$ cat config.mk
export PLATFORM = sky130hd
export DESIGN_NAME = fxp_requant
export DESIGN_NICKNAME = d
export VERILOG_FILES = /design/src/rtl/fxp_rq_pkg.sv /design/src/rtl/fxp_rq_quant.sv /design/src/rtl/fxp_rq_range.sv /design/src/rtl/fxp_requant.sv
export SDC_FILE = /design/constraint.sdc
export NUM_CORES = 1
export LEC_CHECK = 0
export BUFFER_PORTS_ARGS = -buffer_cell sky130_fd_sc_hd__buf_2
export CELL_PAD_IN_SITES_DETAIL_PLACEMENT = 1
export CELL_PAD_IN_SITES_GLOBAL_PLACEMENT = 2
export CORE_ASPECT_RATIO = 0.8
export CORE_MARGIN = 1.5
export CORE_UTILIZATION = 29
export CTS_CLUSTER_DIAMETER = 80
export DETAILED_ROUTE_END_ITERATION = 12
export GPL_TIMING_DRIVEN = 0
export PLACE_DENSITY = 0.78
export RECOVER_POWER = 25
export SLEW_MARGIN = 10
export SYNTH_ARGS = -nofsm -noshare
export SYNTH_HDL_FRONTEND = slang
export SYNTH_HIERARCHICAL = 1
export SYNTH_SLANG_ARGS = --single-unit
$ cat constraint.sdc
create_clock -name clk -period 4.1 [get_ports clk]
set_clock_uncertainty 0.2 [all_clocks]
set_input_delay 0.82 -clock clk [delete_from_list [all_inputs] [get_ports clk]]
set_output_delay 0.82 -clock clk [all_outputs]
set_load 0.05 [all_outputs]
$ cat src/rtl/fxp_rq_pkg.sv
package fxp_rq_pkg;

    typedef enum logic [1:0] {
        QM_FLOOR = 2'd0,
        QM_ROUND = 2'd1,
        QM_ZERO  = 2'd2,
        QM_RSVD  = 2'd3
    } qmode_t;

    typedef enum logic {
        OM_WRAP = 1'b0,
        OM_SAT  = 1'b1
    } omode_t;

endpackage

$ cat src/rtl/fxp_rq_quant.sv
module fxp_rq_quant #(
    parameter int IN_INT   = 8,
    parameter int IN_FRAC  = 8,
    parameter int OUT_FRAC = 4,
    localparam int IW = IN_INT + IN_FRAC,
    localparam int MW = IN_INT + OUT_FRAC + 1
) (
    input  logic [IW-1:0]        x,
    input  logic [1:0]           mode,
    output logic signed [MW-1:0] y
);
    import fxp_rq_pkg::*;

    generate
        if (OUT_FRAC >= IN_FRAC) begin : g_shift
            localparam int SH = OUT_FRAC - IN_FRAC;
            logic signed [MW-1:0] ext;
            logic [1:0] unused_mode;
            assign unused_mode = mode;
            assign ext = MW'($signed(x));
            assign y   = ext <<< SH;
        end else begin : g_drop
            localparam int D = IN_FRAC - OUT_FRAC;
            logic signed [IW:0] xe;
            logic signed [IW:0] half;
            logic signed [IW:0] sum;
            logic signed [IW:0] tr;
            logic signed [IW:0] rd;
            logic signed [IW:0] fx;
            logic               frac_nz;
            logic               bump;

            assign xe      = (IW+1)'($signed(x));
            assign half    = (IW+1)'(1) <<< (D-1);
            assign sum     = xe + half;
            assign tr      = xe >>> D;
            assign rd      = sum >>> D;
            assign frac_nz = |x[D-1:0];
            assign bump    = x[IW-1] & frac_nz;
            assign fx      = tr + $signed({{IW{1'b0}}, bump});

            always_comb begin
                unique case (qmode_t'(mode))
                    QM_ROUND: y = MW'(rd);
                    QM_ZERO:  y = MW'(fx);
                    default:  y = MW'(tr);
                endcase
            end
        end
    endgenerate

endmodule

$ cat src/rtl/fxp_rq_range.sv
module fxp_rq_range #(
    parameter int MW = 13,
    parameter int OW = 8
) (
    input  logic signed [MW-1:0] v,
    input  logic                 sat,
    output logic [OW-1:0]        q,
    output logic                 ovf
);
    localparam logic [OW-1:0] MAXC = {1'b0, {(OW-1){1'b1}}};
    localparam logic [OW-1:0] MINC = {1'b1, {(OW-1){1'b0}}};

    generate
        if (MW > OW) begin : g_chk
            logic [MW-OW:0] hi;
            logic           fits;
            assign hi   = v[MW-1:OW-1];
            assign fits = (&hi) | ~(|hi);
            assign ovf  = ~fits;
            always_comb begin
                if (fits)
                    q = v[OW-1:0];
                else if (sat)
                    q = v[MW-1] ? MINC : MAXC;
                else
                    q = v[OW-1:0];
            end
        end else begin : g_fit
            logic unused_sat;
            assign unused_sat = sat;
            assign q   = OW'(v);
            assign ovf = 1'b0;
        end
    endgenerate

endmodule

$ cat src/rtl/fxp_requant.sv
module fxp_requant #(
    parameter int IN_INT   = 8,
    parameter int IN_FRAC  = 8,
    parameter int OUT_INT  = 4,
    parameter int OUT_FRAC = 4,
    parameter bit SAME_FMT = 1'b0
) (
    input  logic                 clk,
    input  logic                 rst,
    input  logic                 in_vld,
    input  logic [IN_INT+IN_FRAC-1:0] in_data,
    input  logic [1:0]           qmode,
    input  logic                 omode,
    output logic                 out_vld,
    output logic [(SAME_FMT ? IN_INT+IN_FRAC : OUT_INT+OUT_FRAC)-1:0] out_data,
    output logic                 out_ovf
);
    localparam int EF = SAME_FMT ? IN_FRAC : OUT_FRAC;
    localparam int EI = SAME_FMT ? IN_INT : OUT_INT;
    localparam int IW = IN_INT + IN_FRAC;
    localparam int OW = EI + EF;
    localparam int MW = IN_INT + EF + 1;

    logic signed [MW-1:0] mid;
    logic [OW-1:0]        q_nxt;
    logic                 ovf_nxt;

    fxp_rq_quant #(
        .IN_INT  (IN_INT),
        .IN_FRAC (IN_FRAC),
        .OUT_FRAC(EF)
    ) u_quant (
        .x   (in_data),
        .mode(qmode),
        .y   (mid)
    );

    fxp_rq_range #(
        .MW(MW),
        .OW(OW)
    ) u_range (
        .v  (mid),
        .sat(omode),
        .q  (q_nxt),
        .ovf(ovf_nxt)
    );

    always_ff @(posedge clk) begin
        if (rst) begin
            out_vld  <= 1'b0;
            out_ovf  <= 1'b0;
            out_data <= '0;
        end else begin
            out_vld <= in_vld;
            out_ovf <= in_vld & ovf_nxt;
            if (in_vld)
                out_data <= q_nxt;
        end
    end

endmodule

# == Word level (Yosys, flattened, before mapping) ==
# Cells that the tools add are included.
# totals
regBits,10
ramBits,0
memories,0
rom_bits,0
latchBits,0
output_inout_bits,10
# classes
n_eq_ne,2
addsub,2
order_cmp,0
multipliers,0
muxes,4
n_reduce_logical,3
bitwise,5
div,0
shift,0
# ops
operator,n
case mux 13 bit (2 select lines),1
two-way mux 8 bit,3
"adder 16 x 5 -> 17 bit, second input constant",1
adder 12 x 2 -> 13 bit,1
AND reduction 6 bit,1
OR reduction 6 bit,1
OR reduction 4 bit,1
AND 1 bit,2
"== test 2 x 1 -> 1 bit, second input constant",1
"== test 2 bit, second input constant",1
inverter 1 bit,2
OR 1 bit,1

# == Depth between registers and ports, before layout ==
# Gate-level depths: netlist of run 1.
# depth
ltp_word,9
depth_mapped,12
depth_no_buf,12

# == Modules after synthesis ==
# Netlist of run 1, hierarchy kept.
# modules_own_cells
module,area_each_um2,cells_each,instances
fxp_rq_quant,663.1,100,1
fxp_requant,346.6,30,1
fxp_rq_range,146.4,17,1

# == Worst setup path after synthesis of run 1 ==
# Ideal clock, no wire load.
# synth_timing
path_type,input-to-reg
start,in in_data[1]
end,reg out_data[0] (netlist bit)
slack_ps,480
path_buffers,0
arrival_ps,3302
cell_stages,12
cell_sequence,o41a_1 -> ha_1 -> ha_1 -> and4_2 -> nand4_1 -> xnor2_1 -> a211o_1 -> and4_4 -> a221o_2 -> a21o_1 -> mux2i_1 -> nor2_1
# synth_via
elab_chain_len,8
word_cells_on_any_way,12
cone_classes,2 x add/sub; 4 x mux; 3 x bitwise; 3 x reduce/logical
# synth_rtl
item,line,text
"start, declared",fxp_requant.sv:11,"input logic [IN_INT+IN_FRAC-1:0] in_data,"
OR reduction 4 bit,fxp_rq_quant.sv:38,assign frac_nz = |x[D-1:0];
AND 1 bit,fxp_rq_quant.sv:39,assign bump = x[IW-1] & frac_nz;
adder 12 x 2 -> 13 bit,fxp_rq_quant.sv:40,"assign fx = tr + $signed({{IW{1'b0}}, bump});"
case mux 13 bit (2 select lines) *,fxp_rq_quant.sv:43,unique case (qmode_t'(mode))
named net mid[10],fxp_requant.sv:24,logic signed [MW-1:0] mid;
OR reduction 6 bit,fxp_rq_range.sv:18,assign fits = (&hi) | ~(|hi);
inverter 1 bit,fxp_rq_range.sv:18,
OR 1 bit *,fxp_rq_range.sv:18,
two-way mux 8 bit *,fxp_rq_range.sv:21,if (fits)
named net q_nxt[0],fxp_requant.sv:25,logic [OW-1:0] q_nxt;
"end signal, assigned",fxp_requant.sv:57,out_data <= q_nxt;
"end, declared",fxp_requant.sv:15,"output logic [(SAME_FMT ? IN_INT+IN_FRAC : OUT_INT+OUT_FRAC)-1:0] out_data,"
# The timed path passes the listed nets; every way through them passes the cells marked *.
# A chain may end at the register's enable or synchronous reset.

# == Worst setup path in the final report of run 1 ==
# layout_timing
start,in in_data[1]
end,reg out_data[2] (netlist bit)
# The elaborated chain is that of the path after synthesis.

==> results of run 1 <==
## flip-flops by register name, indices dropped and copies added (netlist names)
register  cells
out_data      8
out_ovf       1
out_vld       1
## cells by family (layout without fill, tap and decap cells)
| logic type | Yosys count | after routing | synth area share |
|---|---|---|---|
| adder cells (fa/ha/maj) | 5 | 5 | 0.0541 |
| AO/OA/AOI/OAI | 43 | 43 | 0.266 |
| multiplexers | 10 | 10 | 0.0877 |
| XOR/XNOR | 1 | 1 | 0.00758 |
| buffers and inverters | 15 | 45 | 0.0887 |
| flip-flops | 10 | 10 | 0.173 |
| AND/OR/NAND/NOR | 63 | 63 | 0.323 |
## final cells by class
type,instances,area (um2),share of cell area
Sequential cell,10,200,0.143
Tap cell,55,68.8,0.0493
Clock buffer,3,41.3,0.0296
Inverter,5,18.8,0.0135
Timing Repair Buffer,27,130,0.0933
Multi-Input combinational cell,122,853,0.612
Buffer,10,82.6,0.0592
## path summary, 6_finish.rpt
| check | endpoint | startpoint | depth (start not counted) |
|---|---|---|---|
| hold reg to reg | out_data[5] | out_data[5] | 2 |
| setup reg to reg | out_data[1] | out_data[1] | 2 |
| setup / recovery | out_data[2] | in_data[1] | 13 |
| hold / removal | out_data[5] | out_data[5] | 2 |
## per-stage QoR
step / hold WS [ps] / area [um2] / power [mW]
floorplan: 537 / 1160 / 0.213
global placement: 273 / 1360 / 0.251
detailed placement: 289 / 1360 / 0.257
CTS: 299 / 1400 / 0.356
global route: 347 / 1400 / 0.378
finish: 293 / 1400 / 0.351
## worst max-delay path, delay by kind of cell
family | cells | cell delay, ps
fa+ha+maj | 2 | 490
xor+xnor | 1 | 90
buf+inv | 1 | 90
mux | 1 | 150
simple gates | 4 | 670
compound gates | 4 | 1380
## routing by layer
metal	track usage	wire, um
met1	0.228	1720
met2	0.344	1890
met3	0.0306	83
met4	0.0450	37
met5	0	0
## layout by cell type (no fill, tap or decap), types with 3 or more instances in the layout
| master | synthesis | routed |
|---|---|---|
| buf_2 | 2 | 24 |
| nand2_1 | 17 | 17 |
| nor2_1 | 14 | 14 |
| dfxtp_1 | 10 | 10 |
| mux2i_1 | 9 | 9 |
| o21ai_0 | 9 | 9 |
| a21oi_1 | 7 | 7 |
| a21o_1 | 7 | 7 |
| clkbuf_1 | 1 | 6 |
| nand3_1 | 6 | 6 |
| clkbuf_8 | 2 | 5 |
| inv_1 | 5 | 5 |
| ha_1 | 5 | 5 |
| a31oi_1 | 4 | 4 |
| nand4_1 | 3 | 3 |
| a221oi_1 | 3 | 3 |
## power by group through the flow
stage	sequential, mW	clock [mW]	combinational [mW]
after floorplan	0.134	0	0.0790
after global placement	0.109	0	0.142
after detailed placement	0.110	0	0.148
after CTS	0.108	0.0999	0.148
after global routing	0.109	0.108	0.161
final	0.108	0.0967	0.147
==> reports/results.ini, run 1 <==
[detailed_routing]
drtIter0Drc = 31
routed_wl_mm = 3.73
first_pass_iters = 4
num_vias = 1258
via_per_inst = 5.42
final_antenna_net_count = 0
wl_per_cell_um = 16.1
route.detailed.drc = 0

[die]
io_pins = 32
coreArea_mm2 = 0.00380
rows = 20
dieArea_mm2 = 0.00438
die_w_um = 73.6
die_h_um = 59.5
start_util = 0.304

[pwr]
p_int_mw = 0.222
swShare = 0.368
irDropWorstVdd_uv = 188
p_switching_mw = 0.129
clockPowerShare = 0.275
combPwrFrac = 0.418
powerDensity_mw_per_mm2 = 252
seqPwrFrac = 0.307
p_leak_nw = 0.632

[job]
cap_violations = 0

[logic_synthesis]
synth_top_cell_by_area = dfxtp_1
synth_fp_nets = 174
synth_area_leaders = dfxtp_1 17%, mux2i_1 7.8%, nand2_1 5.5%
yosysMostFrequentCell = nand2_1
syn_inst = 147
ys_seq_elements = 10
yosys-top-cells-count = 17 x nand2_1, 14 x nor2_1, 10 x dfxtp_1, 9 x mux2i_1, 9 x o21ai_0
synth_cell_type_count = 49
seq_area_frac_synth = 0.173
async_flop_share = 0
synth_edf_count = 0
synthesis.area_mm2 = 0.00116
dominantRegCellSynth = dfxtp_1
avgSynthCellArea_um2 = 7.86
yosysWarnings = 6
synth_top_area_share = 0.173

[grt]
overflow = 0
antenna_found_initial = 0
grt_pass1_vias = 1322
track_usage = 0.187
grt_max_degree = 11
grt_first_pass_wirelength_mm = 6.23

[clock_tree]
ctsHoldBuffers = 0
cts_buffers = 3
path_clk_slew_ps = 40
cts.sinks = 10
cts-root-buf = clkbuf_8
cts_max_path_buffers = 2
cts_resized = 0
worst_skew_pair.late_latency_ps = 230
cts_tree = built
htreeDepth = 1
cts_setup_buffers = 0

[layout]
nFillCells = 502
postLayoutCoreUtil = 0.367
drive_gt1_frac = 0.282
nets = 206
fin_cells = 232
syn_to_final_growth_pct = 20.7
antennaDiodeCount = 0

[setup_path]
crit_arrival_ps = 3700
critPathLaunchType = input pin
end_kind = flip-flop
cp_slowest_cell = a221o_2
critPathMaxStageDelay_ps = 430
r2r_setup_slack_ps = 3250
path_max_fanout = 7
cp.required_ps = 4000
crit_top_cell = ha_1
path_class = in -> reg
cp_cell_sequence = buf_2, o41a_1, ha_1, ha_1, and4_2, nand4_1, xnor2_1, a211o_1, and4_4, a221o_2, a21o_1, mux2i_1, nor2_1

[status]
outcome = finished, final reports clean

[min_path]
min_path_type = reg -> reg

[sta]
max_freq_ghz = 0.263
rsz0062_at_grt = no
worst_pin_slew_ps = 594
fin_crit_sh = 0.928
drv_slew = 0
hold_viol_final = 0
worst_slack_ps = 297
finalSetupTns_ps = 0
setup_viol = 0
post-route-min-period_ps = 3800
slew_headroom = 0.605

[place]
routabilityCongestion = 0.886
dp_cells = 229
portBuffers = 27
dp_hpwl_mm = 3.02
place_ws_ps = 61.2

(Power assumes the default switching activity.)
==> inputs of run 2 (changes only) <==
REMOVE_ABC_BUFFERS = 1   (was default)
==> run 2 against run 1 <==
Flip-flop and latch count is the same. Count of clock-buffer cells in the layout is the same. Critical path depth is the same.
==> reports/results.ini, run 2 (synthesis results as in run 1) <==
[status]
outcome = finished, final reports clean  ; unchanged

[die]
coreArea_mm2 = 0.00380  ; unchanged
die_w_um = 73.6  ; unchanged
rows = 20  ; unchanged
die_h_um = 59.5  ; unchanged
start_util = 0.304  ; unchanged
dieArea_mm2 = 0.00438  ; unchanged
io_pins = 32  ; unchanged

[sta]
max_freq_ghz = 0.266  ; was 0.263 GHz
worst_pin_slew_ps = 615  ; was 594 ps
drv_slew = 0  ; unchanged
worst_slack_ps = 347  ; was 297 ps
post-route-min-period_ps = 3750  ; was 3800 ps
hold_viol_final = 0  ; unchanged
setup_viol = 0  ; unchanged
rsz0062_at_grt = no  ; unchanged
slew_headroom = 0.590  ; was 0.605
hold_slack_ps = 290  ; was 293 ps
finalSetupTns_ps = 0  ; unchanged
fin_crit_sh = 0.915  ; was 0.928

[setup_path]
endpoint = out_data[2]  ; unchanged
end_kind = flip-flop  ; unchanged
cp.required_ps = 4020  ; was 4000 ps
critPathLaunchType = input pin  ; unchanged
path_buf_inv = 1  ; unchanged
path_class = in -> reg  ; unchanged
path_max_fanout = 7  ; unchanged
r2r_cells = 2  ; unchanged
cp_slowest_cell = o41a_1  ; was a221o_2
crit-reg2reg-launch = out_data[2]  ; was out_data[1]
cp_num_cells = 13  ; unchanged
r2r_setup_slack_ps = 3260  ; was 3250 ps
critPathMaxStageDelay_ps = 420  ; was 430 ps
crit_family = compound AO/OA/AOI/OAI gates  ; unchanged
r2r-end = out_data[2]  ; was out_data[1]
crit_top_cell = ha_1  ; unchanged
setup.worst_path.start = in_data[1]  ; unchanged
crit_arrival_ps = 3670  ; was 3700 ps
cp_cell_sequence = buf_2, o41a_1, ha_1, ha_1, and4_2, nand4_1, xnor2_1, a211o_1, and4_4, a221o_2, a21o_1, mux2i_1, nor2_1  ; unchanged

[detailed_routing]
drtIter0Drc = 39  ; was 31
via_per_inst = 5.35  ; was 5.42
first_pass_iters = 4  ; unchanged
num_vias = 1210  ; was 1258
route.detailed.drc = 0  ; unchanged
final_antenna_net_count = 0  ; unchanged
routed_wl_mm = 3.44  ; was 3.73 mm
wl_per_cell_um = 15.2  ; was 16.1 um

[grt]
overflow = 0  ; unchanged
grt_pass1_vias = 1170  ; was 1322
grt_max_degree = 19  ; was 11
grt_first_pass_wirelength_mm = 5.69  ; was 6.23 mm
antenna_found_initial = 0  ; unchanged
track_usage = 0.169  ; was 0.187

[place]
place_ws_ps = 119  ; was 61.2 ps
dp_hpwl_mm = 2.73  ; was 3.02 mm
placed_area_mm2 = 0.00130  ; was 0.00136 mm2
portBuffers = 31  ; was 27
routabilityCongestion = 0.818  ; was 0.886

[layout]
largest_reg_flops = 8  ; unchanged
largest_registers = out_data (8), out_ovf (1), out_vld (1)  ; unchanged
top_register = out_data  ; unchanged
nets = 200  ; was 206
design_area_mm2 = 0.00133  ; was 0.00140 mm2
antennaDiodeCount = 0  ; unchanged
final_cell_mix = 26 x buf_2, 17 x nand2_1, 14 x nor2_1, 10 x dfxtp_1  ; was 24 x buf_2, 17 x nand2_1, 14 x nor2_1, 10 x dfxtp_1
drive_gt1_frac = 0.263  ; was 0.282
syn_to_final_growth_pct = 15.2  ; was 20.7%
final_common_cell = buf_2  ; unchanged
nFillCells = 499  ; was 502

[clock_tree]
cts_resized = 0  ; unchanged
ctsHoldBuffers = 0  ; unchanged
cts_setup_buffers = 0  ; unchanged
cts_tree = built  ; unchanged
htreeDepth = 1  ; unchanged
cts-root-buf = clkbuf_8  ; unchanged
path_clk_slew_ps = 40  ; about the same
worst_skew_pair.late_latency_ps = 230  ; about the same
cts.sinks = 10  ; unchanged
cts_max_path_buffers = 2  ; unchanged
cts_buffers = 3  ; unchanged

[pwr]
p_leak_nw = 0.598  ; was 0.632 nW
irDropWorstVdd_uv = 174  ; was 188 uV
p_total_mw = 0.348  ; was 0.351 mW
powerDensity_mw_per_mm2 = 261  ; was 252 mW/mm2

[min_path]
min_path_type = reg -> reg  ; unchanged

[job]
cap_violations = 0  ; unchanged

## run 2: report_power, final
part           leakage, nW  switching [mW]  internal [mW]
logic                0.493          0.0906         0.0486
clock network       0.0216          0.0367         0.0641
registers           0.0825         0.00308          0.105
total                0.598           0.130          0.217
## run 2: area by class of cell
type                            instances  area (um2)  area share
Timing Repair Buffer                   31         149       0.112
Tap cell                               55        68.8      0.0517
Multi-Input combinational cell        122         853       0.641
Clock buffer                            3        41.3      0.0310
Inverter                                5        18.8      0.0141
Sequential cell                        10         200       0.150
## run 2: worst register-to-register path, stage by stage, from the launching register on
cell and delay (ps):
dfxtp_1 310, mux2i_1 150, nor2_1 70
## run 2: worst min-delay path by stage
stage	from	to	slack [ps]	cells past startpoint
after global routing	out_data[3]	out_data[3]	320	2
after floorplan	out_data[0]	out_data[0]	530	2
after CTS	out_data[3]	out_data[3]	300	2
final	out_data[3]	out_data[3]	290	2
after detailed placement	out_data[3]	out_data[3]	290	2
after global placement	out_data[7]	out_data[7]	280	2
## run 2: metal layers
metal | part of all wire | GRT usage | up-vias
met2 | 0.47 | 0.286 | 22
li1 | - | - | 596
met1 | 0.49 | 0.220 | 584
met5 | 0 | 0 | -
met3 | 0.026 | 0.0323 | 8
met4 | 0.017 | 0.0450 | 0
## run 2: through the flow
| step | util | instances |
|---|---|---|
| floorplan | - | 137 |
| global placement | 0.341 | 223 |
| detailed placement | 0.341 | 223 |
| CTS | 0.352 | 226 |
| global route | 0.350 | 226 |
| finish | 0.350 | 226 |
==> inputs of run 3 (changes only) <==
ABC_AREA = 1   (was default)
CORE_UTILIZATION = 26   (was 29)
==> run 3 against run 2 <==
Cell count rose by 44%. Flip-flop and latch count stayed put. Sequential share of layout area down 2.0 points. Design area up 15%. Synthesized cell count increased by 60%. First-iteration DRC count decreased by 23%. Die area is 24% higher. Sequential power about the same. Via count rose by 25%. Largest power group unchanged.
==> reports/results.ini, run 3 <==
[logic_synthesis]
dominantRegCellSynth = dfxtp_1  ; unchanged
synth_top_area_share = 0.250  ; was 0.173
syn_inst = 235  ; was 147
synth_cell_type_count = 28  ; was 49
yosys-top-cells-count = 86 x nand2_1, 29 x inv_1, 23 x nor2_1, 21 x nand3_1, 10 x dfxtp_1  ; was 17 x nand2_1, 14 x nor2_1, 10 x dfxtp_1, 9 x mux2i_1, 9 x o21ai_0
async_flop_share = 0  ; unchanged
yosysMostFrequentCell = nand2_1  ; unchanged
seq_area_frac_synth = 0.155  ; was 0.173
avgSynthCellArea_um2 = 5.51  ; was 7.86 um2
yosysWarnings = 6  ; unchanged
synth_top_cell_by_area = nand2_1  ; was dfxtp_1
ys_seq_elements = 10  ; unchanged
synthesis.area_mm2 = 0.00129  ; was 0.00116 mm2
synth_area_leaders = nand2_1 25%, dfxtp_1 15%, inv_1 8.4%  ; was dfxtp_1 17%, mux2i_1 7.8%, nand2_1 5.5%
synth_edf_count = 0  ; unchanged

[pwr]
irDropWorstVdd_uv = 124  ; was 174 uV
powerDensity_mw_per_mm2 = 256  ; was 261 mW/mm2
p_total_mw = 0.392  ; was 0.348 mW
p_leak_nw = 0.848  ; was 0.598 nW

[clock_tree]
cts_max_path_buffers = 2  ; unchanged
cts.sinks = 10  ; unchanged
ctsHoldBuffers = 0  ; unchanged
cts_setup_buffers = 0  ; unchanged
cts_tree = built  ; unchanged
worst_skew_pair.late_latency_ps = 230  ; about the same
path_clk_slew_ps = 50  ; was 40 ps
cts_buffers = 3  ; unchanged
cts-root-buf = clkbuf_8  ; unchanged
cts_resized = 0  ; unchanged
htreeDepth = 1  ; unchanged

[layout]
largest_registers = out_data (8), out_ovf (1), out_vld (1)  ; unchanged
multi_input_area_um2 = 925  ; was 853 um2
drive_gt1_frac = 0.195  ; was 0.263
final_common_cell = nand2_1  ; was buf_2
antennaDiodeCount = 0  ; unchanged
postLayoutCoreUtil = 0.327  ; was 0.350
fin_cells = 326  ; was 226
nFillCells = 677  ; was 499
design_area_mm2 = 0.00153  ; was 0.00133 mm2
syn_to_final_growth_pct = 18.4  ; was 15.2%
final_cell_mix = 86 x nand2_1, 29 x inv_1, 26 x buf_2, 23 x nor2_1, 21 x nand3_1  ; was 26 x buf_2, 17 x nand2_1, 14 x nor2_1, 10 x dfxtp_1
regArea_um2 = 200  ; unchanged
top_register = out_data  ; unchanged
nets = 294  ; was 200
largest_reg_flops = 8  ; unchanged

[sta]
setup_viol = 0  ; unchanged
rsz0062_at_grt = no  ; unchanged
post-route-min-period_ps = 3240  ; was 3750 ps
fin_crit_sh = 0.790  ; was 0.915
max_freq_ghz = 0.309  ; was 0.266 GHz
drv_slew = 0  ; unchanged
finalSetupTns_ps = 0  ; unchanged
worst_pin_slew_ps = 719  ; was 615 ps
hold_slack_ps = 267  ; was 290 ps
hold_viol_final = 0  ; unchanged
worst_slack_ps = 860  ; was 347 ps
slew_headroom = 0.521  ; was 0.590

[setup_path]
critPathLaunchType = input pin  ; unchanged
r2r_setup_slack_ps = 3340  ; was 3260 ps
setup.worst_path.start = in_data[1]  ; unchanged
path_max_fanout = 8  ; was 7
end_kind = flip-flop  ; unchanged
r2r_cells = 2  ; unchanged
r2r-end = out_data[5]  ; was out_data[2]
path_class = in -> reg  ; unchanged
cp.required_ps = 4070  ; was 4020 ps
crit-reg2reg-launch = out_data[5]  ; was out_data[2]
endpoint = out_data[3]  ; was out_data[2]
crit_arrival_ps = 3210  ; was 3670 ps

[grt]
grt_pass1_vias = 1494  ; was 1170
grt_first_pass_wirelength_mm = 6.60  ; was 5.69 mm
track_usage = 0.153  ; was 0.169
grt_max_degree = 19  ; unchanged
overflow = 0  ; unchanged
antenna_found_initial = 0  ; unchanged

[die]
dieArea_mm2 = 0.00541  ; was 0.00438 mm2
io_pins = 32  ; unchanged
die_h_um = 66.1  ; was 59.5 um
die_w_um = 81.9  ; was 73.6 um
start_util = 0.276  ; was 0.304
rows = 22  ; was 20
coreArea_mm2 = 0.00468  ; was 0.00380 mm2

[detailed_routing]
first_pass_iters = 4  ; unchanged
drtIter0Drc = 30  ; was 39
via_per_inst = 4.66  ; was 5.35
routed_wl_mm = 3.69  ; was 3.44 mm
wl_per_cell_um = 11.3  ; was 15.2 um
final_antenna_net_count = 0  ; unchanged
route.detailed.drc = 0  ; unchanged
num_vias = 1518  ; was 1210

[min_path]
min_path_type = reg -> reg  ; unchanged
holdPathStages = 2  ; unchanged

[job]
cap_violations = 0  ; unchanged

[place]
placed_area_mm2 = 0.00148  ; was 0.00130 mm2
place_ws_ps = 598  ; was 119 ps
portBuffers = 31  ; unchanged
dp_hpwl_mm = 3.10  ; was 2.73 mm
routabilityCongestion = 0.760  ; was 0.818
dp_cells = 322  ; was 223

[status]
outcome = finished, final reports clean  ; unchanged

-- run 3: logic make-up after synthesis --
kind of cell | count (synthesis) | share of synthesized area
and+or+nand+nor | 152 | 0.539
buffers and inverters | 38 | 0.131
AOI/OAI and AO/OA | 30 | 0.128
DFF | 10 | 0.155
adders and majority gates | 5 | 0.0484
-- run 3: cell type report --
class | instances | share of cell area
sequential | 10 | 0.131
tap | 60 | 0.0490
inverter | 34 | 0.0833
multi-input combinational | 187 | 0.604
clock buffer | 4 | 0.0359
timing repair buffer | 31 | 0.0972
-- run 3: critical path, stage by stage --
cell,delay [ps]
buf_2,100
nor3_1,180
a21oi_1,90
ha_1,200
ha_1,250
nand2_2,150
nand2_1,70
o211ai_1,90
nor2_1,80
a21oi_1,360
nand2_2,110
nor2_4,140
nand2_4,110
nand2_8,110
nand2_1,60
nand2_1,70
inv_1,40
nand2_1,40
nand2_1,60
nor2_1,80
-- run 3: worst min-delay path by stage --
| stage | start | endpoint | slack [ps] |
|---|---|---|---|
| floorplan | out_data[0] | out_data[0] | 490 |
| global placement | out_data[6] | out_data[6] | 260 |
| detailed placement | out_data[6] | out_data[6] | 260 |
| CTS | out_data[4] | out_data[4] | 270 |
| global route | out_data[6] | out_data[6] | 290 |
| finish | out_data[3] | out_data[3] | 270 |
-- run 3: metal layers --
metal,global-route usage,wire length (um),up-vias
met3,0.0207,129,0
met2,0.228,1490,26
met1,0.237,2070,693
met5,0,0,-
li1,-,-,799
met4,0.0127,0,0
-- run 3: power by group --
group	switching [mW]	internal (mW)
Clock	0.0370	0.0842
Combinational	0.113	0.0499
Sequential	0.00298	0.105
Total	0.153	0.239
